--- src/rtl/dpc_pkg.sv ---
package dpc_pkg;

  // Window offset of the page register for a channel. Channels in the
  // upper controller sit eight bytes above their lower counterparts.
  function automatic logic [3:0] page_offset(input int unsigned ch);
    logic [3:0] lo;
    case (ch % 4)
      0:       lo = 4'h7;
      1:       lo = 4'h3;
      2:       lo = 4'h1;
      default: lo = 4'h2;
    endcase
    return (ch >= 4) ? (lo | 4'h8) : lo;
  endfunction

endpackage

--- src/rtl/dpc_decode.sv ---
module dpc_decode #(
  parameter int CH_N  = 8,
  parameter int OFF_W = 4
) (
  input  logic             clk,
  input  logic             rst,
  input  logic             wr_en,
  input  logic [OFF_W-1:0] wr_off,
  output logic [CH_N-1:0]  wr_sel,
  output logic             wr_hit
);

  for (genvar g = 0; g < CH_N; g++) begin : g_match
    assign wr_sel[g] = wr_en && (wr_off == OFF_W'(dpc_pkg::page_offset(g)));
  end

  assign wr_hit = |wr_sel;

  // one window offset may address at most one page register
  sel_onehot_chk: assert property (@(posedge clk) disable iff (rst)
    $onehot0(wr_sel));

  // a hit can only come from a strobed write
  hit_needs_strobe_chk: assert property (@(posedge clk) disable iff (rst)
    wr_hit |-> wr_en);

endmodule

--- src/rtl/dpc_page_file.sv ---
module dpc_page_file #(
  parameter int CH_N = 8,
  parameter int PG_W = 8,
  localparam int CH_W = $clog2(CH_N)
) (
  input  logic            clk,
  input  logic            rst,
  input  logic [CH_N-1:0] wr_sel,
  input  logic [PG_W-1:0] wr_data,
  input  logic [CH_W-1:0] rd_ch,
  output logic [PG_W-1:0] rd_page
);

  logic [PG_W-1:0]      pg_q [CH_N];
  logic [CH_N*PG_W-1:0] pg_flat;

  for (genvar g = 0; g < CH_N; g++) begin : g_page
    always_ff @(posedge clk) begin
      if (rst)            pg_q[g] <= '0;
      else if (wr_sel[g]) pg_q[g] <= wr_data;
    end
    assign pg_flat[g*PG_W +: PG_W] = pg_q[g];
  end

  assign rd_page = pg_q[rd_ch];

  // without a decoded write, no page register changes
  no_stray_write_chk: assert property (@(posedge clk) disable iff (rst)
    (wr_sel == '0) |=> $stable(pg_flat));

  // the cycle after reset, every page register is clear
  reset_clear_chk: assert property (@(posedge clk)
    $past(rst) |-> (pg_flat == '0));

endmodule

--- src/rtl/dpc_compose.sv ---
module dpc_compose #(
  parameter int PG_W  = 8,
  parameter int CNT_W = 16,
  parameter int CH_W  = 3,
  localparam int OUT_W = PG_W + CNT_W
) (
  input  logic             clk,
  input  logic             rst,
  input  logic [CH_W-1:0]  ch,
  input  logic [PG_W-1:0]  page,
  input  logic [CNT_W-1:0] cnt,
  output logic [OUT_W-1:0] addr_q,
  output logic             word_q
);

  logic             is_word;
  logic [OUT_W-1:0] addr_d;
  logic             primed_q;

  assign is_word = ch[CH_W-1];

  always_comb begin
    if (is_word) addr_d = {page[PG_W-1:1], cnt, 1'b0};
    else         addr_d = {page, cnt};
  end

  always_ff @(posedge clk) begin
    if (rst) begin
      addr_q   <= '0;
      word_q   <= 1'b0;
      primed_q <= 1'b0;
    end else begin
      addr_q   <= addr_d;
      word_q   <= is_word;
      primed_q <= 1'b1;
    end
  end

  // a word address is always even
  word_even_chk: assert property (@(posedge clk) disable iff (rst)
    word_q |-> (addr_q[0] == 1'b0));

  // the width flag follows the channel seen one edge earlier
  word_flag_chk: assert property (@(posedge clk) disable iff (rst)
    primed_q |-> (word_q == $past(ch[CH_W-1])));

  // a byte channel passes the counter through unshifted
  byte_low_chk: assert property (@(posedge clk) disable iff (rst)
    (primed_q && !word_q) |-> (addr_q[CNT_W-1:0] == $past(cnt)));

  // a word channel shifts the counter up by one place
  word_mid_chk: assert property (@(posedge clk) disable iff (rst)
    (primed_q && word_q) |-> (addr_q[CNT_W:1] == $past(cnt)));

endmodule

--- src/rtl/dma_page_composer.sv ---
module dma_page_composer #(
  parameter int CH_N  = 8,
  parameter int PG_W  = 8,
  parameter int CNT_W = 16,
  parameter int OFF_W = 4,
  localparam int CH_W  = $clog2(CH_N),
  localparam int OUT_W = PG_W + CNT_W
) (
  input  logic             clk,
  input  logic             rst,
  input  logic             wr_en,
  input  logic [OFF_W-1:0] wr_off,
  input  logic [PG_W-1:0]  wr_data,
  input  logic [CH_W-1:0]  chan_sel,
  input  logic [CNT_W-1:0] chan_addr,
  output logic [OUT_W-1:0] bus_addr,
  output logic             word_xfer
);

  logic [CH_N-1:0] wr_sel;
  logic            wr_hit;
  logic [PG_W-1:0] sel_page;

  dpc_decode #(.CH_N(CH_N), .OFF_W(OFF_W)) u_decode (
    .clk    (clk),
    .rst    (rst),
    .wr_en  (wr_en),
    .wr_off (wr_off),
    .wr_sel (wr_sel),
    .wr_hit (wr_hit)
  );

  dpc_page_file #(.CH_N(CH_N), .PG_W(PG_W)) u_pages (
    .clk     (clk),
    .rst     (rst),
    .wr_sel  (wr_sel),
    .wr_data (wr_data),
    .rd_ch   (chan_sel),
    .rd_page (sel_page)
  );

  dpc_compose #(.PG_W(PG_W), .CNT_W(CNT_W), .CH_W(CH_W)) u_compose (
    .clk    (clk),
    .rst    (rst),
    .ch     (chan_sel),
    .page   (sel_page),
    .cnt    (chan_addr),
    .addr_q (bus_addr),
    .word_q (word_xfer)
  );

  // outputs are clear the cycle after reset
  out_reset_chk: assert property (@(posedge clk)
    $past(rst) |-> (bus_addr == '0 && !word_xfer));

  // a hit never happens without a strobe at the top
  hit_gate_chk: assert property (@(posedge clk) disable iff (rst)
    !wr_en |-> !wr_hit);

endmodule

--- config.mk ---
export PLATFORM = sky130hd
export DESIGN_NAME = dma_page_composer
export DESIGN_NICKNAME = d
export VERILOG_FILES = /design/src/rtl/dpc_pkg.sv /design/src/rtl/dpc_decode.sv /design/src/rtl/dpc_page_file.sv /design/src/rtl/dpc_compose.sv /design/src/rtl/dma_page_composer.sv
export SDC_FILE = /design/constraint.sdc
export NUM_CORES = 1
export LEC_CHECK = 0
export ABC_AREA = 1
export CAP_MARGIN = 0
export CORE_ASPECT_RATIO = 0.8
export CORE_MARGIN = 8
export CORE_UTILIZATION = 59
export DETAILED_ROUTE_END_ITERATION = 10
export DONT_BUFFER_PORTS = 1
export GPL_TIMING_DRIVEN = 0
export PLACE_DENSITY = 0.81
export SETUP_SLACK_MARGIN = 0.3
export SYNTH_ARGS = -nofsm -noshare
export SYNTH_HDL_FRONTEND = slang
export SYNTH_SLANG_ARGS = --single-unit
export TNS_END_PERCENT = 1
--- constraint.sdc ---
create_clock -name clk -period 4.9 [get_ports clk]
set_input_delay 0.735 -clock clk [delete_from_list [all_inputs] [get_ports clk]]
set_output_delay 0.735 -clock clk [all_outputs]
set_load 0.05 [all_outputs]
==> metrics list, run 1 <==
- Result of the run: finished, final reports clean
- Critical Setup Path Class: primary input to flop
- The die is 104 microns wide.
- In the routed design, unresolved DRC markers number 0.
- In the global route stage, overall resource usage came out at about a fifth.
- Number of optimization iterations in the first detailed-route pass: 5
- In the detailed route, the total length drawn on met3 is approximately 1100 microns.
- The floorplan step defined a die boundary enclosing 9050 sq um.
- Count of input and output buffers: 0
- Setup violations remaining at the end of the flow were counted as 0.
* First-pass GRT wire length: between 10000 and 15000 microns
- Hold WS: 0.489 ns
- STA puts the critical path data required time at 4.87 ns.
- Leak Pwr: roughly 1.9 nW
- The tree is rooted in a sky130_fd_sc_hd__clkbuf_8.
- Warnings, synthesis: 0
* VDD IR-drop max: 202 uV
- Slack of the critical path: 2.67 ns
* Average cell area after synthesis: 8.76 sq um
- PostCTS Resize Cnt: 0
* Library cells used by synthesis: 18
- The repair_antennas step left the layout with diodes totalling 0.
- Area leader, netlist: sky130_fd_sc_hd__edfxtp_1
- Post-synth ARST share: 0%
- For this run, the top clock speed supported by timing is 449 MHz.
- The core region is 5970 sq um.
* Initial core utilization: 61.7%
- Detail-routed via count per cell: 5.36
- Number of violations reported at the end of detailed-routing iteration 0: 276
* Synth top cells by count: sky130_fd_sc_hd__nand2_1 (109), sky130_fd_sc_hd__inv_1 (89), sky130_fd_sc_hd__nor2_1 (63)
- The number of nets in the synthesized netlist is 455.
* RSZ-0062 raised after global routing: no
- The die is between 80 and 90 microns tall.
- Pwr/cell area: roughly 380 nW/um^2
- Aggregate routed wire length: 8400 microns
* Register-to-Register Setup Slack: 3.96 ns
- Clock tree buffer depth: 2
- Clock tree from TritonCTS: built
* Last weighted congestion value of the routability-driven placer: 0.842
* Depth of the worst register-to-register path: 6
- Final critical path time including I/O delays and setup: 2.23 ns
- Hold-fix buffers at CTS: 0
- Launch point of the worst reg-to-reg path: u_pages.pg_q[4][7]
- Type of element capturing the critical path: flop
* Worst reg2reg endpoint: u_compose.addr_q[23]
- After detailed routing, the average wire length per cell comes to around 16 microns.
- Post-synthesis instance total: 421
- The analysis attributes to net switching a power of roughly 0.41 mW.
* Clock-pin slew on the worst setup and hold paths: 0.09 ns
- Fraction of layout instances using a drive strength above 1: 5.49%
- H-tree depth: 3
- In this run the most critical hold path is launched from chan_addr[15].
- In the post-synthesis netlist, the biggest area contributors are sky130_fd_sc_hd__edfxtp_1 (49%), sky130_fd_sc_hd__dfxtp_1 (14%), sky130_fd_sc_hd__nand2_1 (11%).
* Part of the power in the clock network: roughly 34%
- Once detail routing completed, the nets flagged for antenna violations numbered 0.
- The clock drives 85 sinks.
* Portion of total power attributed to sequential cells: 58.0%
- Worst Tran Pin Value: 1.35 ns
- Final setup skew: 0.00816 ns
- The area growth from synthesis to layout is 8.79%.
- Among all flip-flop cells after synthesis, the most frequent one is sky130_fd_sc_hd__edfxtp_1.
* Final net count: 466
- After synthesis the cells add up to about 3700 sq um.
- Across the run, the number of max-cap violations was 0.
- The routed design uses 3580 microns of met2 wire.
- Across all layers, the routed design uses 2778 vias.
- Standard-cell row count: 25
- Length of routed wiring on met1: 3550 microns
* Initial antenna violation count: 0
- Worst Hold Path Cells: 2
- Portion of the clock cycle consumed by the worst path in the final layout: 45.5%
- Post-CTS setup buffers: 0
- Via count of the first global-routing pass: approximately 2500
* Number of top-level pins: between 50 and 60
* GRT Residual Overflow: 0
- For hold timing, the worst endpoint is u_compose.addr_q[16].
- In this run, CTS created clock tree buffers numbering 9.
* Internal: approximately 1.1 mW
* Critical path startpoint category: primary input
- The number of max-slew violations in the final report is 0.
* Maximum number of pins on one net before global-route repair: 16
- For the worst setup path, the data arrival time is 2.20 ns.
- In this run the worst path has a maximum fanout of 8.
- The highest metal layer carrying signal wires in the routed design is met4.
* Number of synthesized flops with an enable pin: 60
- Max_slew headroom: 9.11%
- Area share of the largest cell type after synthesis: 48.9%
* Switching Fraction: a little over a quarter
* Latest clock arrival within the worst-skew pair: 0.36 ns
* Post-DP HPWL: 5930 microns
* Pre-CTS setup slack: roughly 2.3 ns
- The final count of hold timing violations was 0.
- Count of non-filler cells in the finished layout: slightly above 500
- Cells after DPL: 502
- Of the synthesized area, sequential elements account for 62.4%.
* Summed negative setup slack over all endpoints: 0 ns
- Counting flops and latches in the post-synthesis netlist gives 85.
- # fillers: ~470
- The most common cell in the synthesized netlist is sky130_fd_sc_hd__nand2_1.
- The tightest min-delay check is of the primary input to flop type.
* Post-Route Utilization: 67.1%
- Power share of the combinational group: 7.7%
placed cells by master (no fill, tap or decap):
master,netlist,layout
sky130_fd_sc_hd__buf_2,4,4
sky130_fd_sc_hd__dfxtp_1,25,25
sky130_fd_sc_hd__nor2_2,1,1
sky130_fd_sc_hd__o31ai_1,2,2
sky130_fd_sc_hd__nand4_1,5,5
sky130_fd_sc_hd__nand2_1,109,109
sky130_fd_sc_hd__clkbuf_1,5,5
sky130_fd_sc_hd__inv_1,89,89
sky130_fd_sc_hd__nor3_4,1,1
sky130_fd_sc_hd__clkbuf_2,1,1
sky130_fd_sc_hd__o22ai_1,14,14
sky130_fd_sc_hd__clkbuf_16,0,2
sky130_fd_sc_hd__clkinv_4,0,3
sky130_fd_sc_hd__edfxtp_1,60,60
sky130_fd_sc_hd__nand3_1,34,34
sky130_fd_sc_hd__clkinv_1,1,1
sky130_fd_sc_hd__inv_2,1,1
sky130_fd_sc_hd__o21ai_1,0,1
sky130_fd_sc_hd__buf_1,2,2
sky130_fd_sc_hd__nor2_1,63,63
sky130_fd_sc_hd__inv_6,0,1
sky130_fd_sc_hd__o21ai_0,4,3
sky130_fd_sc_hd__clkbuf_8,0,10
per-layer routing:
metal  track usage, %  vias to the layer above
met5                0                        -
met4             8.78                        0
met3             8.75                       14
met2             27.0                      168
met1             23.8                     1256
li1                 -                     1340
stage by stage:
step	total power [mW]	area, sq um
5_1_grt	1.57	4010
3_5_place_dp	1.01	3790
4_1_cts	1.53	4010
6_report	1.52	4010
3_3_place_gp	1.01	3790
2_1_floorplan	0.976	3690
worst max-delay path, cell delays in order:
cell and delay, ns:
sky130_fd_sc_hd__inv_1 0.05, sky130_fd_sc_hd__nor2_1 0.23, sky130_fd_sc_hd__nand2_1 0.13, sky130_fd_sc_hd__o21ai_0 1.05
power by group through the flow:
stage	sequential (mW)	clock [mW]	combinational (mW)
after detailed placement	0.899	0	0.115
after CTS	0.882	0.530	0.115
final	0.881	0.521	0.118
after floorplan	0.893	0	0.0836
after global placement	0.896	0	0.110
after global routing	0.886	0.555	0.131
worst max-delay path by stage:
stage                     startpoint                  to  slack [ns]  cells past startpoint
after floorplan                wr_en  u_pages.pg_q[2][0]        2.83                      4
after global placement         wr_en  u_pages.pg_q[3][5]        2.33                      4
after detailed placement       wr_en  u_pages.pg_q[3][5]        2.29                      4
after CTS                      wr_en  u_pages.pg_q[3][4]        2.69                      4
after global routing           wr_en  u_pages.pg_q[1][1]        2.59                      4
final                          wr_en  u_pages.pg_q[2][7]        2.67                      4
final cells by class:
| cell class | instances | area (sq um) | share of cell area (%) |
|---|---|---|---|
| inverter | 91 | 342 | 8.52 |
| tap | 81 | 101 | 2.53 |
| buffer | 12 | 51.3 | 1.28 |
| sequential | 85 | 2300 | 57.4 |
| clock inverter | 4 | 35.0 | 0.873 |
| multi-input combinational | 233 | 992 | 24.7 |
| clock buffer | 12 | 188 | 4.68 |
logic make-up after synthesis:
group                  after synthesis  synth area share, %
buffers and inverters              103                 10.7
flip-flops                          85                 62.4
AND/OR/NAND/NOR                    213                 23.6
AO/OA/AOI/OAI                       20                 3.33
registers in the layout, indices dropped and copies added (netlist names):
name / flops
u_compose.addr_q: 24
u_pages.pg_q: 60
u_compose.word_q: 1
(Power assumes the default switching activity.)
==> run 2: changes to the inputs <==
ABC_AREA = 0   (was 1)
clock period = 2.28 ns   (was 4.9 ns; I/O delays follow)
==> run 2 against run 1 <==
Net effect: register-to-register slack got worse by 2.9 ns; via count decreased by 23%; sequential power increased by 110%; core utilization decreased by 1.3 points; hold slack got worse by 0.36 ns; largest cell class unchanged; critical path depth decreased by 1; final area decreased by 2.9%; largest power group unchanged; synthesized cell count decreased by 41%; flip-flop and latch count unchanged; clock skew increased by 0.0015 ns.
==> metrics list, run 2 <==
- The number of max-slew violations in the final report was 0 (unchanged).
* Final net count: 294 (-37%)
- Clock sink count: 85 (unchanged)
- The overall power of the completed layout was 3.10 mW (+100%).
- Number of top-level pins: 59 (unchanged)
- The startpoint identified for the worst register-to-register timing path is u_pages.pg_q[7][3].
- Maximum clock rate: 562 MHz
- Post-synthesis instance total: 249 (-41%)
- GRT Residual Overflow: 0 (unchanged)
- Library cells used by synthesis: 26 (+8)
- The vertical die dimension came to 86.1 microns (-0.75%).
- Arrival time at the worst endpoint: 1.76 ns (-0.44 ns)
- The buffer depth of the longest clock path was 2 (unchanged).
- The number of buffers and inverters on the critical path came to 1 (unchanged).
- Internal: 2.25 mW (+100%)
- Number of optimization iterations in the first detailed-route pass: 5 (unchanged)
- The worst setup path is of the primary input to flop kind.
- The initial antenna violation count is 0 (unchanged).
- The largest registers in the layout are u_pages.pg_q x60, u_compose.addr_q x24, u_compose.word_q x1.
- Register ranked first by flip-flop count: u_pages.pg_q
- Latest clock arrival within the worst-skew pair: 0.36 ns (about the same)
- Area of placed instances: 3720 sq um (-1.8%)
- The run finished with clean final reports.
- Hold WS: 0.129 ns (-0.360 ns)
- Count of unresolved DRC violations after routing: 0 (unchanged)
- In the finished design, the share of the clock period the worst path needs comes to 78.0%.
* Critical path startpoint category: primary input
- The post-route core utilization is 65.9% (-1.3 points).
- The detailed placer's ending HPWL was 5580 microns (-5.9%).
- The fraction of post-synthesis cell area in the top cell type by area was 49.8% (+0.91 points).
* Maximum cell stage delay along the critical path: 0.79 ns (-0.26 ns)
- The area of the core came to 5910 sq um (-1.0%).
* Launching element of the worst setup path: wr_off[1]
- Number of synthesized flops with an enable pin: 60 (unchanged)
- The pin count of the biggest net entering global routing was 16 (unchanged).
* Post-synth ARST share: 0% (unchanged)
* Cell-by-cell trace of the critical path: nand2_1 -> clkbuf_1 -> o21bai_1
* Routed len/inst: 22.9 microns (+41%)
- In this run the worst hold path is classified as primary input to flop.
- Top library cells by usage in the layout, fill and taps aside: sky130_fd_sc_hd__edfxtp_1 (60), sky130_fd_sc_hd__nor3_1 (40), sky130_fd_sc_hd__dfxtp_1 (25)
- Pwr/cell area: 797 nW/um^2 (+110%)
- Via count of the first global-routing pass: 2157 (-14%)
* Max_slew headroom: 39.3% (+30 points)
- Count of antenna-violating nets left after detailed routing: 0 (unchanged)
* Leading post-synthesis cells by cell area: sky130_fd_sc_hd__edfxtp_1 (50%), sky130_fd_sc_hd__dfxtp_1 (14%), sky130_fd_sc_hd__mux4_2 (9.3%)
* Count of input and output buffers: 0 (unchanged)
- Final setup skew: 0.00970 ns (+0.00154 ns)
* Required time at the endpoint of the critical path: 2.26 ns (-2.61 ns)
- Synthesized netlist net count: 283 (-38%)
- The warning count from the yosys run is 0 (unchanged).
* Final critical path time including I/O delays and setup: 1.78 ns
* Initial core utilization: 61.2% (-0.49 points)
- The proportion of power drawn by flip-flops and latches is 61.0% (+3.0 points).
- The final setup slack of the worst path came to 0.501 ns (-2.17 ns).
- In this run the most critical hold path is launched from chan_addr[10].
* Last weighted congestion value of the routability-driven placer: 0.750 (-11%)
- Setup-violating endpoint count in the final report: 0 (unchanged)
- The fraction of final layout cells with drive strength greater than 1 is 23.0% (+18 points).
* Proportion of synthesized chip area in sequential cells: 63.6% (+1.2 points)
* Die ar.: 8910 sq um (-1.5%)
- The post-CTS repair timing setup buffer count is 0 (unchanged).
* Max-cap violations: 0 (unchanged)
- The worst setup path is captured at a flop.
* First-pass GRT wire length: 12100 microns (-5.3%)
- Pre-CTS setup slack: 0.117 ns (-2.18 ns)
- Setup repair after global routing left no endpoint under its margin.
* Worst Tran Pin Value: 0.909 ns (-0.440 ns)
* VDD IR-drop max: 398 uV (+96%)
- The row count was 25 (unchanged).
* Clock-pin slew on the worst setup and hold paths: 0.09 ns (about the same)
- The final count of hold timing violations is 0 (unchanged).
* Detailed-route via count: 2142 (-23%)
- Count of non-filler cells in the finished layout: 346 (-33%)
* Critical path's top delay family: compound AO/OA/AOI/OAI gates
* Most common library cell in the layout ignoring fill and taps: sky130_fd_sc_hd__edfxtp_1
- The number of buffers added by the clock tree synthesis step came to 9 (unchanged).
- Part of the power in the clock network: 31.0% (-3.3 points)
- Worst Path Max Fanout: 10 (+2)
- Root buffer cell: sky130_fd_sc_hd__clkbuf_8
- Aggregate routed wire length: 7930 microns (-5.6%)
- In the synthesized netlist the dominant register cell turns out to be sky130_fd_sc_hd__edfxtp_1.
- Area leader, netlist: sky130_fd_sc_hd__edfxtp_1
- Die outline width: 104 microns (-0.78%)
* Post-route design area: 3890 sq um (-2.9%)
- Global routing usage summed across all routing layers: 18.2% (-0.70 points)
- The antenna diode count is 0 (unchanged).
- Clock tree from TritonCTS: built
* Leak Pwr: 1.28 nW (-34%)
- Area Overhead vs Synth: 7.60%
- Cell area after synthesis: 3620 sq um (-1.8%)
* Number of flip-flops in the largest register: 60 (unchanged)
* Synth top cells by count: sky130_fd_sc_hd__edfxtp_1 (60), sky130_fd_sc_hd__nor3_1 (40), sky130_fd_sc_hd__dfxtp_1 (25)
- Number of violations reported at the end of detailed-routing iteration 0: 191 (-31%)
* Power share of the combinational group: 8.0% (+0.3 points)
- Most repeated cell in the gate-level netlist after synthesis: sky130_fd_sc_hd__edfxtp_1
* Summed negative setup slack over all endpoints: 0 ns (unchanged)
* H-tree depth: 3 (unchanged)
- The reported net switching power was 0.854 mW (+110%).
* Average cell area after synthesis: 14.5 sq um (+66%)
- Cells after DPL: 330 (-34%)
- Crit path max-delay cell type: sky130_fd_sc_hd__o21bai_1
- The hold buffer count at cts is 0 (unchanged).
- The switching power as a share of total power came to 27.5% (+0.40 points).
- Detail-routed via count per cell: 6.19 (+15%)
* Total of flip-flops plus latches after synthesis: 85 (unchanged)
* PostCTS Resize Cnt: 0 (unchanged)
## run 2: changes by cell type after synthesis, moves of 20 or more
cell | previous run | this run
sky130_fd_sc_hd__nor3_2 | 0 | 20
sky130_fd_sc_hd__nor2_1 | 63 | 16
sky130_fd_sc_hd__inv_1 | 89 | 2
sky130_fd_sc_hd__nand2_1 | 109 | 2
sky130_fd_sc_hd__nor3_1 | 0 | 40
sky130_fd_sc_hd__nand3_1 | 34 | 0
## run 2: final timing paths
path	to	cells past startpoint	slack [ns]
worst max-delay path	u_pages.pg_q[1][0]	3	0.50
worst min-delay path	u_compose.addr_q[10]	2	0.13
worst min register to register	u_compose.addr_q[21]	2	0.68
worst max register to register	u_compose.addr_q[19]	2	1.02
## run 2: cell families after synthesis
group | Yosys count | share of synthesized area (%)
flops | 85 | 63.6
mux | 30 | 13.5
buf+inv | 29 | 4.04
simple gates | 89 | 15.3
compound gates | 16 | 3.60
## run 2: final cells by class
class | count | area, sq um
fillers | 421 | 2020
clock buffers | 10 | 128
inverters | 9 | 33.8
clock inverters | 6 | 46.3
well taps | 81 | 101
flip-flops and latches | 85 | 2300
plain buffers | 20 | 113
multi-input cells | 135 | 1170
## run 2: power groups by stage
stage	Sequential [mW]	Combinational, mW	Clock [mW]
final	1.89	0.247	0.963
after global routing	1.90	0.265	1.04
after CTS	1.90	0.248	0.970
after detailed placement	1.93	0.247	0
after global placement	1.93	0.241	0
after floorplan	1.91	0.188	0
## run 2: per-layer routing
metal  GRT usage [%]  vias up  routed length [microns]
met5               0        -                        0
met3            7.57       10                      828
li1                -      971                        -
met4            5.59        0                       69
met1            22.9     1037                     3260
met2            28.0      124                     3770
==> run 3: changes to the inputs <==
ABC_AREA = 1   (was 0)
clock period = 1.8 ns   (was 2.28 ns; I/O delays follow)
==> run 3 against run 2 <==
Net effect: clock-buffer cell count is 2 higher; combinational power is 30% higher; clock skew is 0.0017 ns lower; total power is 33% higher; sequential share of layout area is 1.8 points lower; highest routed layer unchanged.
==> metrics list, run 3 (synthesized netlist as in run 1, its figures left out) <==
* Initial core utilization: 61.7% (+0.49 points)
- The hold buffer count at cts is 0 (unchanged).
- Clock tree from TritonCTS: built
- The final count of hold timing violations is 0 (unchanged).
* Final net count: 466 (+59%)
- Die ar.: 9050 sq um (+1.5%)
- The antenna diode count is 0 (unchanged).
- Routed len/inst: 16.1 microns (-30%)
- The proportion of power drawn by flip-flops and latches came to 57.9% (-3.1 points).
- First-pass GRT wire length: 12800 microns (+5.6%)
- The detailed placer's ending HPWL came to 5930 microns (+6.3%).
- The total routed wirelength was 8340 microns (+5.2%).
- Critical path's top delay family: compound AO/OA/AOI/OAI gates
- Maximum clock rate: between 700 and 800 MHz
* Root buffer cell: sky130_fd_sc_hd__clkbuf_8
- The floorplan die width was 104 microns (+0.79%).
- Number of flip-flops in the largest register: 60 (unchanged)
- Number of violations reported at the end of detailed-routing iteration 0: 293 (+53%)
- Leak Pwr: 1.92 nW (+51%)
- The peak per-stage delay on the critical path came to 0.70 ns (-0.09 ns).
* # fillers: 469 (+11%)
* Number of cells on the critical path: 4 (+1)
* Number of optimization iterations in the first detailed-route pass: 7 (+2)
* Registers with the highest flip-flop counts: u_pages.pg_q x60, u_compose.addr_q x24, u_compose.word_q x1
- The final standard cell area without fillers is 4020 sq um (+3.1%).
- Power share of the combinational group: 7.7% (-0.3 points)
* Pwr/cell area: 1030 nW/um^2 (+29%)
- Setup repair after global routing left no endpoint under its margin.
- Worst Hold Path Cells: 2 (unchanged)
- Final critical path time including I/O delays and setup: 1.41 ns
- The clock tree skew after final layout was 0.00802 ns (-0.00167 ns).
- The mean number of vias per cell came to 5.30 (-14%).
* Summed negative setup slack over all endpoints: 0 ns (unchanged)
* Area of placed instances: 3790 sq um (+1.8%)
- The worst setup path is of the primary input to flop kind.
* Total net switching power: 1.13 mW (+32%)
* Portion of the clock cycle consumed by the worst path in the final layout: 78.2%
- Latest clock arrival within the worst-skew pair: 0.36 ns (about the same)
- The number of cells in the design after placement was 502 (+52%).
- The run finished with clean final reports.
- Type of element capturing the critical path: flop
* Final count of pins violating max slew: 0 (unchanged)
* Switching Fraction: 27.2% (-0.33 points)
* Total chip power: 4.14 mW (+33%)
- The clock network fraction of total power came to 34.4% (+3.4 points).
- Critical path startpoint category: primary input
* Fraction of layout instances using a drive strength above 1: 5.72% (-17 points)
- Hold Path Class: primary input to flop
- The global-route total usage across every layer came to 18.9% (+0.70 points).
- The setup violation total in the final timing report came to 0 (unchanged).
- The final antenna-violating net count came to 0 (unchanged).
* Top library cells by usage in the layout, fill and taps aside: sky130_fd_sc_hd__nand2_1 (109), sky130_fd_sc_hd__inv_1 (89), sky130_fd_sc_hd__nor2_1 (63)
* Count of input and output buffers: 0 (unchanged)
- Arrival time at the worst endpoint: 1.40 ns (-0.36 ns)
- Maximum number of pins on one net before global-route repair: 16 (unchanged)
* Worst Path Max Fanout: 8 (-2)
* Most common library cell in the layout ignoring fill and taps: sky130_fd_sc_hd__nand2_1
- The number of global-route vias before repair came to 2505 (+16%).
* H-tree depth: 3 (unchanged)
* Clock sink count: 85 (unchanged)
- Die height: 86.7 microns (+0.76%)
* Max_slew headroom: 27.8% (-11 points)
- Area Overhead vs Synth: 8.89%
- The number of buffers and inverters on the critical path is 1 (unchanged).
- Clock tree buffer depth: 2 (unchanged)
- GRT Residual Overflow: 0 (unchanged)
- Initial antenna violation count: 0 (unchanged)
* VDD IR-drop max: 554 uV (+39%)
- The area of the core came to 5970 sq um (+1.1%).
- The post-CTS repair timing setup buffer count is 0 (unchanged).
- Cell-by-cell trace of the critical path: inv_1 -> nor2_1 -> nand2_1 -> o21ai_1
* Number of top-level pins: 59 (unchanged)
* Required time at the endpoint of the critical path: 1.79 ns (-0.47 ns)
- The number of standard cells in the layout, taps in and fillers out came to 518 (+50%).
* Register ranked first by flip-flop count: u_pages.pg_q
* Worst Tran Pin Value: 1.07 ns (+0.165 ns)
- Detailed-route via count: 2743 (+28%)
* Standard-cell row count: 25 (unchanged)
- The number of gates resized after CTS came to 1 (+1).
- The clock-pin transition on the worst setup and hold timing paths is 0.09 ns (about the same).
- The final weighted congestion of routability-driven global placement is 0.842 (+12%).
- Among all stages on the critical path, the largest delay is contributed by sky130_fd_sc_hd__o21ai_1.
- Depth of the worst register-to-register path: 6 (+4)
* Count of unresolved DRC violations after routing: 0 (unchanged)
- Number of buffers created by CTS: 9 (unchanged)
- The count of maximum capacitance violations is 0 (unchanged).
* Internal: 3.02 mW (+34%)
-- run 3: worst paths after layout --
kind / startpoint / end / slack, ns
min: chan_addr[15] / u_compose.addr_q[16] / 0.02
min reg2reg: u_pages.pg_q[2][0] / u_compose.addr_q[16] / 0.63
max: wr_en / u_pages.pg_q[2][5] / 0.39
max reg2reg: u_pages.pg_q[4][7] / u_compose.addr_q[23] / 0.86
-- run 3: through the flow --
stage	hold slack [ns]	worst slack [ns]	util, %
3_3_place_gp	0.388	-0.302	63.4
3_5_place_dp	0.392	-0.341	63.4
2_1_floorplan	0.380	0.194	-
5_1_grt	0.0124	0.315	67.2
6_report	0.0204	0.392	67.2
4_1_cts	0.00304	0.0896	67.1
-- run 3: worst register-to-register path: cells and delay by family (launching register included) --
family	cells	cell delay [ns]
buf+inv	1	0.07
flops	1	0.38
simple gates	5	0.37
-- run 3: layout make-up --
| class | count | area (sq um) | share of cell area (%) |
|---|---|---|---|
| well taps | 81 | 101 | 2.52 |
| flip-flops and latches | 85 | 2300 | 57.3 |
| plain buffers | 12 | 51.3 | 1.28 |
| multi-input cells | 233 | 996 | 24.8 |
| clock inverters | 4 | 35.0 | 0.873 |
| inverters | 91 | 342 | 8.51 |
| clock buffers | 12 | 188 | 4.67 |
-- run 3: layer usage --
layer	track usage [%]	share of wire (%)	vias up
met2	27.0	42	177
li1	-	-	1335
met5	0	0	-
met1	23.8	42	1216
met3	8.75	14	15
met4	8.78	2.0	0
-- run 3: power by group through the flow --
| stage | Clock [mW] | Combinational (mW) | Sequential, mW |
|---|---|---|---|
| final | 1.42 | 0.320 | 2.40 |
| after global routing | 1.51 | 0.358 | 2.41 |
| after CTS | 1.44 | 0.314 | 2.40 |
| after detailed placement | 0 | 0.313 | 2.45 |
| after global placement | 0 | 0.301 | 2.44 |
| after floorplan | 0 | 0.228 | 2.43 |
